File: config.mk
export PLATFORM = sky130hd
export DESIGN_NAME = sync_serial_rx
export DESIGN_NICKNAME = d
export VERILOG_FILES = /design/src/rtl/ssrx_pkg.sv /design/src/rtl/ssrx_sync.sv /design/src/rtl/ssrx_shift.sv /design/src/rtl/ssrx_status.sv /design/src/rtl/sync_serial_rx.sv
export SDC_FILE = /design/constraint.sdc
export NUM_CORES = 1
export LEC_CHECK = 0
export CAP_MARGIN = 20
export CORE_ASPECT_RATIO = 0.9
export CORE_MARGIN = 3
export CORE_UTILIZATION = 42
export CTS_BUF_LIST = sky130_fd_sc_hd__clkbuf_16
export CTS_CLUSTER_DIAMETER = 30
export DETAILED_ROUTE_END_ITERATION = 10
export GPL_ROUTABILITY_DRIVEN = 1
export PLACE_DENSITY = 0.74
export SLEW_MARGIN = 20
export SYNTH_ARGS = -nofsm -noshare
export SYNTH_HDL_FRONTEND = slang
export SYNTH_SLANG_ARGS = --single-unit
export TNS_END_PERCENT = 20
File: constraint.sdc
create_clock -name clk -period 1.88 [get_ports clk]
set_input_delay 0.188 -clock clk [delete_from_list [all_inputs] [get_ports clk]]
set_output_delay 0.188 -clock clk [all_outputs]
set_load 0.05 [all_outputs]
File: src/rtl/ssrx_pkg.sv
package ssrx_pkg;

    localparam int unsigned FRAME_BITS = 8;
    localparam int unsigned CNT_W      = $clog2(FRAME_BITS);
    localparam int unsigned SYNC_MIN   = 2;

    typedef logic [FRAME_BITS-1:0] frame_t;
    typedef logic [CNT_W-1:0]      bitcnt_t;

    typedef struct packed {
        logic full;
        logic ovr;
    } rx_flags_t;

    localparam rx_flags_t FLAGS_CLEAR = '{full: 1'b0, ovr: 1'b0};

    function automatic logic is_last_bit(input bitcnt_t c);
        return c == bitcnt_t'(FRAME_BITS - 1);
    endfunction

    function automatic frame_t push_msb(input frame_t cur, input logic b);
        return {b, cur[FRAME_BITS-1:1]};
    endfunction

endpackage

File: src/rtl/ssrx_sync.sv
module ssrx_sync #(
    parameter int unsigned STAGES = 2
) (
    input  logic clk,
    input  logic rst,
    input  logic sclk_in,
    input  logic data_in,
    output logic edge_stb,
    output logic data_out
);
    logic [STAGES-1:0] clk_pipe;
    logic [STAGES-1:0] dat_pipe;
    logic              clk_prev;

    generate
        if (STAGES < ssrx_pkg::SYNC_MIN) begin : g_bad
            initial $error("ssrx_sync needs at least two stages");
        end
    endgenerate

    always_ff @(posedge clk) begin
        if (rst) begin
            clk_pipe <= '0;
            dat_pipe <= '0;
            clk_prev <= 1'b0;
        end else begin
            clk_pipe <= {clk_pipe[STAGES-2:0], sclk_in};
            dat_pipe <= {dat_pipe[STAGES-2:0], data_in};
            clk_prev <= clk_pipe[STAGES-1];
        end
    end

    assign edge_stb = clk_pipe[STAGES-1] & ~clk_prev;
    assign data_out = dat_pipe[STAGES-1];

    p_edge_single_r3: assert property (@(posedge clk) disable iff (rst)
        edge_stb |=> !edge_stb);

endmodule

File: src/rtl/ssrx_shift.sv
module ssrx_shift
    import ssrx_pkg::*;
(
    input  logic   clk,
    input  logic   rst,
    input  logic   en,
    input  logic   bit_stb,
    input  logic   bit_val,
    output logic   done,
    output frame_t frame_next,
    output logic   busy
);
    frame_t  sh_q;
    bitcnt_t cnt_q;

    assign frame_next = push_msb(sh_q, bit_val);
    assign done       = en & bit_stb & is_last_bit(cnt_q);
    assign busy       = cnt_q != '0;

    always_ff @(posedge clk) begin
        if (rst || !en) begin
            sh_q  <= '0;
            cnt_q <= '0;
        end else if (bit_stb) begin
            sh_q  <= frame_next;
            cnt_q <= is_last_bit(cnt_q) ? '0 : cnt_q + 1'b1;
        end
    end

    p_idle_when_off_r2: assert property (@(posedge clk) disable iff (rst)
        !en |=> !busy);

    p_count_step_r3: assert property (@(posedge clk) disable iff (rst)
        (en && !bit_stb && $past(en)) |=> $stable(cnt_q) || !en);

endmodule

File: src/rtl/ssrx_status.sv
module ssrx_status
    import ssrx_pkg::*;
(
    input  logic   clk,
    input  logic   rst,
    input  logic   en,
    input  logic   done,
    input  frame_t frame_in,
    input  logic   busy,
    input  logic   rd_lo,
    output frame_t buf_out,
    output logic   full,
    output logic   ovr,
    output logic   irq,
    output logic   rdy_n
);
    rx_flags_t fl_q, fl_d;
    frame_t    buf_q;
    logic      irq_q;

    always_comb begin
        fl_d = fl_q;
        if (rd_lo) begin
            fl_d = FLAGS_CLEAR;
        end
        if (!en) begin
            fl_d.ovr = 1'b0;
        end
        if (done) begin
            fl_d.full = 1'b1;
            if (fl_q.full && !rd_lo) begin
                fl_d.ovr = 1'b1;
            end
        end
    end

    always_ff @(posedge clk) begin
        if (rst) begin
            fl_q  <= FLAGS_CLEAR;
            buf_q <= '0;
            irq_q <= 1'b0;
        end else begin
            fl_q  <= fl_d;
            irq_q <= fl_d.full & ~fl_q.full;
            if (done) begin
                buf_q <= frame_in;
            end
        end
    end

    assign buf_out = buf_q;
    assign full    = fl_q.full;
    assign ovr     = fl_q.ovr;
    assign irq     = irq_q;
    assign rdy_n   = ~en | busy;

    p_irq_on_set_r5: assert property (@(posedge clk) disable iff (rst)
        irq |-> full && !$past(full));

    p_ovr_needs_full_r6: assert property (@(posedge clk) disable iff (rst)
        $rose(ovr) |-> full);

    p_read_clears_r7: assert property (@(posedge clk) disable iff (rst)
        (rd_lo && !done) |=> !full && !ovr);

    p_disable_clears_r8: assert property (@(posedge clk) disable iff (rst)
        !en |=> !ovr);

endmodule

File: src/rtl/sync_serial_rx.sv
module sync_serial_rx
    import ssrx_pkg::*;
#(
    parameter int unsigned SYNC_STAGES = 2
) (
    input  logic       clk,
    input  logic       rst,
    input  logic       rx_en,
    input  logic       ext_sclk,
    input  logic       ext_rxd,
    input  logic       rd_lo,
    output logic [7:0] rd_data,
    output logic       rx_full,
    output logic       overrun,
    output logic       frame_err,
    output logic       parity_err,
    output logic       err_sum,
    output logic       rdy_n,
    output logic       rx_irq
);
    logic   edge_stb;
    logic   bit_val;
    logic   done;
    logic   busy;
    frame_t frame_next;
    frame_t buf_q;

    ssrx_sync #(.STAGES(SYNC_STAGES)) u_sync (
        .clk      (clk),
        .rst      (rst),
        .sclk_in  (ext_sclk),
        .data_in  (ext_rxd),
        .edge_stb (edge_stb),
        .data_out (bit_val)
    );

    ssrx_shift u_shift (
        .clk        (clk),
        .rst        (rst),
        .en         (rx_en),
        .bit_stb    (edge_stb),
        .bit_val    (bit_val),
        .done       (done),
        .frame_next (frame_next),
        .busy       (busy)
    );

    ssrx_status u_status (
        .clk      (clk),
        .rst      (rst),
        .en       (rx_en),
        .done     (done),
        .frame_in (frame_next),
        .busy     (busy),
        .rd_lo    (rd_lo),
        .buf_out  (buf_q),
        .full     (rx_full),
        .ovr      (overrun),
        .irq      (rx_irq),
        .rdy_n    (rdy_n)
    );

    assign rd_data    = buf_q;
    assign frame_err  = 1'b0;
    assign parity_err = 1'b0;
    assign err_sum    = 1'b0;

endmodule

==> results of run 1 <==
worst max-delay path by stage:
| stage | startpoint | end | slack (ns) | cells after the start |
|---|---|---|---|---|
| detailed placement | rx_en | u_status.ovr | 0.34 | 4 |
| floorplan | u_shift.cnt_q[0] | u_status.ovr | 0.51 | 6 |
| CTS | u_status.full | rx_full | 0.23 | 1 |
| global route | u_status.full | rx_full | 0.18 | 1 |
| finish | u_status.full | rx_full | 0.24 | 1 |
| global placement | rx_en | u_status.ovr | 0.44 | 4 |
power by group:
part,switching (W),leakage [nW],internal (W)
Clock,0.000172,0.0370,0.000281
Combinational,0.0000381,0.201,0.0000217
Sequential,0.00000278,0.210,0.000556
cell families after synthesis:
group           Yosys count  synth area share
compound gates           19            0.0999
fa+ha+maj                 3            0.0384
buf+inv                  10            0.0653
flops                    26             0.533
mux                       1            0.0102
other cells               1           0.00384
simple gates             50             0.250
metal layers:
layer	up-vias	part of all wire	global-route usage
met5	-	0	0
met4	0	0	0.0309
met3	0	0.065	0.0571
met2	22	0.48	0.237
met1	338	0.45	0.142
li1	378	-	-
state kept, by name, summed over array words and instances (netlist names):
name              flops
u_sync.dat_pipe       2
u_sync.clk_prev       1
u_sync.clk_pipe       2
u_status.buf_out      8
u_status.full         1
u_status.irq          1
u_shift.cnt_q         3
u_status.ovr          1
u_shift.sh_q          7
metrics by stage:
| stage | area (um^2) | hold slack [ns] | worst slack (ns) | util | total power (W) |
|---|---|---|---|---|---|
| after floorplan | 985 | 0.257 | 0.511 | - | 0.000612 |
| after global placement | 1150 | 0.418 | 0.441 | 0.556 | 0.000630 |
| after detailed placement | 1150 | 0.430 | 0.340 | 0.556 | 0.000631 |
| after CTS | 1220 | 0.444 | 0.227 | 0.592 | 0.00108 |
| after global routing | 1220 | 0.462 | 0.185 | 0.592 | 0.00111 |
| final | 1220 | 0.442 | 0.240 | 0.592 | 0.00107 |
worst register-to-register path, delay by kind of cell, from the launching register on:
kind                     cells  cell delay [ns]
AND/OR/NAND/NOR              2             0.52
adder cells (fa/ha/maj)      2             0.39
flip-flops                   1             0.37
AO/OA/AOI/OAI                1             0.14
cell usage in the layout, fill, tap and decap left out, types with 3 or more instances in the layout:
| master | n |
|---|---|
| a21oi_1 | 18 |
| clkbuf_16 | 3 |
| clkdlybuf4s50_1 | 16 |
| conb_1 | 3 |
| dfxtp_1 | 26 |
| ha_1 | 3 |
| nand2_1 | 33 |
| nand2b_1 | 3 |
| nor2b_1 | 5 |
cell type report:
| type | count | area, um^2 | share of cell area |
|---|---|---|---|
| repair buffers | 18 | 188 | 0.154 |
| flip-flops and latches | 26 | 520 | 0.426 |
| well taps | 25 | 31.3 | 0.0256 |
| clock buffers | 3 | 75.1 | 0.0614 |
| multi-input cells | 76 | 400 | 0.328 |
| inverters | 2 | 7.51 | 0.00614 |
==> implementation parameters, run 1 <==
Parameter                              Value

Synth
  Async S/R FF share, synth    0
  Cell taking the most area after synthesis    dfxtp_1
  Seq cells post-synth    26
  Dominant register cell in the synthesized netlist    dfxtp_1
  EDFF count, synth    0
  Synth top cells by count    33 x nand2_1, 26 x dfxtp_1, 18 x a21oi_1
  Cell types with the largest area share after synthesis    dfxtp_1 53%, nand2_1 13%, a21oi_1 9.2%, ha_1 3.8%, nor2b_1 3.2%
  Post-synthesis area per instance    8.88 um^2
  Most frequent cell after synthesis    nand2_1
  Number of distinct standard cells referenced by the synthesized netlist    21
  Proportion of synthesized chip area in sequential cells    0.533
  Share of the synthesized area in the top cell type    0.533
  Total of warnings raised by yosys    0
  Synthesized instance count    110
  Cell area after synthesis    977 um^2

Finish
  Layout overhead on the synthesized area    25.1%
  ANT cells    0
  Share of layout cells above drive strength 1    0.0560
  Filler cells    185
  Number of standard cells in the final layout excluding fillers    150
  Net count reported at finish    136

Drt
  Average detailed-routed wire length per instance    12.0 um
  Number of nets still failing antenna checks after routing    0
  Final routed DRC violation total    0
  Average via count per standard cell    4.92
  DRT iter0 DRCs    7
  Detailed Routing Iterations Pass 1    4
  DRT Wirelength    1800 um
  Number of vias in the routed layout    738

Hold path
  Hold depth    1
  Worst hold path startpoint    u_sync.dat_pipe[0]
  Class of the worst hold path    flip-flop to flip-flop
  Hold-critical path endpoint    u_sync.dat_pipe[1]

Setup path
  Critical-path maximum fanout    4
  Critical path required time    1.69 ns
  Endpoint class of the critical path    primary output
  Slowest cell delay on critical path    0.82 ns
  Startpoint type of the worst setup path    flip-flop
  Crit-path cells    clkdlybuf4s50_1
  CP delay by family, top    buffers and inverters
  Reg2Reg Depth    5
  Critical Path AT    1.45 ns
  Buffers and inverters on the worst path    1
  Endpoint of the lowest-slack register-to-register path    u_status.ovr
  Reg2reg start    u_shift.cnt_q[0]
  Register-to-register setup slack    0.40 ns
  Critical setup path kind    flip-flop to primary output
  Slowest CP cell    clkdlybuf4s50_1

Floorplan
  Die Ht    51.8 um
  Starting density of the core    0.473
  Core ar.    2060 um^2
  Chip width    56.8 um
  Boundary Pins    21
  Std-Cell Rows    15
  Total die area    2940 um^2

Placed design
  Detailed Place HPWL    1260 um
  Port buffer count    17
  Placer Congestion    0.727
  Number of placed cells counting well taps    147

STA
  Final critical path time including I/O delays and setup    1.64 ns
  RSZ-0062 raised after global routing    false
  Number of hold-slack violations in the final timing report    0
  Peak clock frequency supported by timing    610 MHz
  Setup violation total in the final timing report    0
  Tightest slew margin relative to the limit    0.665
  Least-Margin Pin Slew    0.502 ns
  Final period utilization    0.872
  Total Negative Setup Slacks    0 ns
  Setup clock skew after layout    0.00133 ns
  Number of max-slew violations in the final report    0

Pwr
  Pwr dens    877 nW/um^2
  Leakage    0.448 nW
  Max rail drop VDD    0.000720 V

Status
  Result of the run    finished, final reports clean

Global route
  Number of global-route vias before repair    687
  Overflow left after global routing    0
  Largest net degree at the start of global routing    17
  Overall global routing resource usage    0.131
  Wire length of the first global-routing pass    2950 um
  Initial antenna violation count    0

Clock tree
  TritonCTS clock tree    done
  TritonCTS sink count    26
  Buffers inserted during post-CTS setup optimization    0
  CTS H-tree lvls    1
  Deepest clock path buffer count    2
  Cells resized by post-CTS repair    0
  Clock transition at the register clock pins on the worst setup and hold paths after CTS    0.06 ns
  Clock network latency to the later pin of the worst-skew pair    0.25 ns
  Num CTS Buffers    3
  Post-cts hold buffer count    0
  Root buf cell    clkbuf_16

Run
  Maximum Capacitance Violations    0
(Power assumes the default switching activity.)
==> inputs of run 2 (changes only) <==
Clock period 1.88 ns to 1.9 ns, I/O delays scaled along.
==> results of run 2 <==
Same layout as run 1 (identical final DEF). Status: finished, final reports clean.
Among the figures that moved: setup slack after placement 0.340 ns -> 0.358 ns; setup slack after layout 0.240 ns -> 0.258 ns; register-to-register setup slack 0.40 ns -> 0.42 ns; total power 0.00107 W -> 0.00106 W; worst IR drop on VDD 0.000720 V -> 0.000713 V
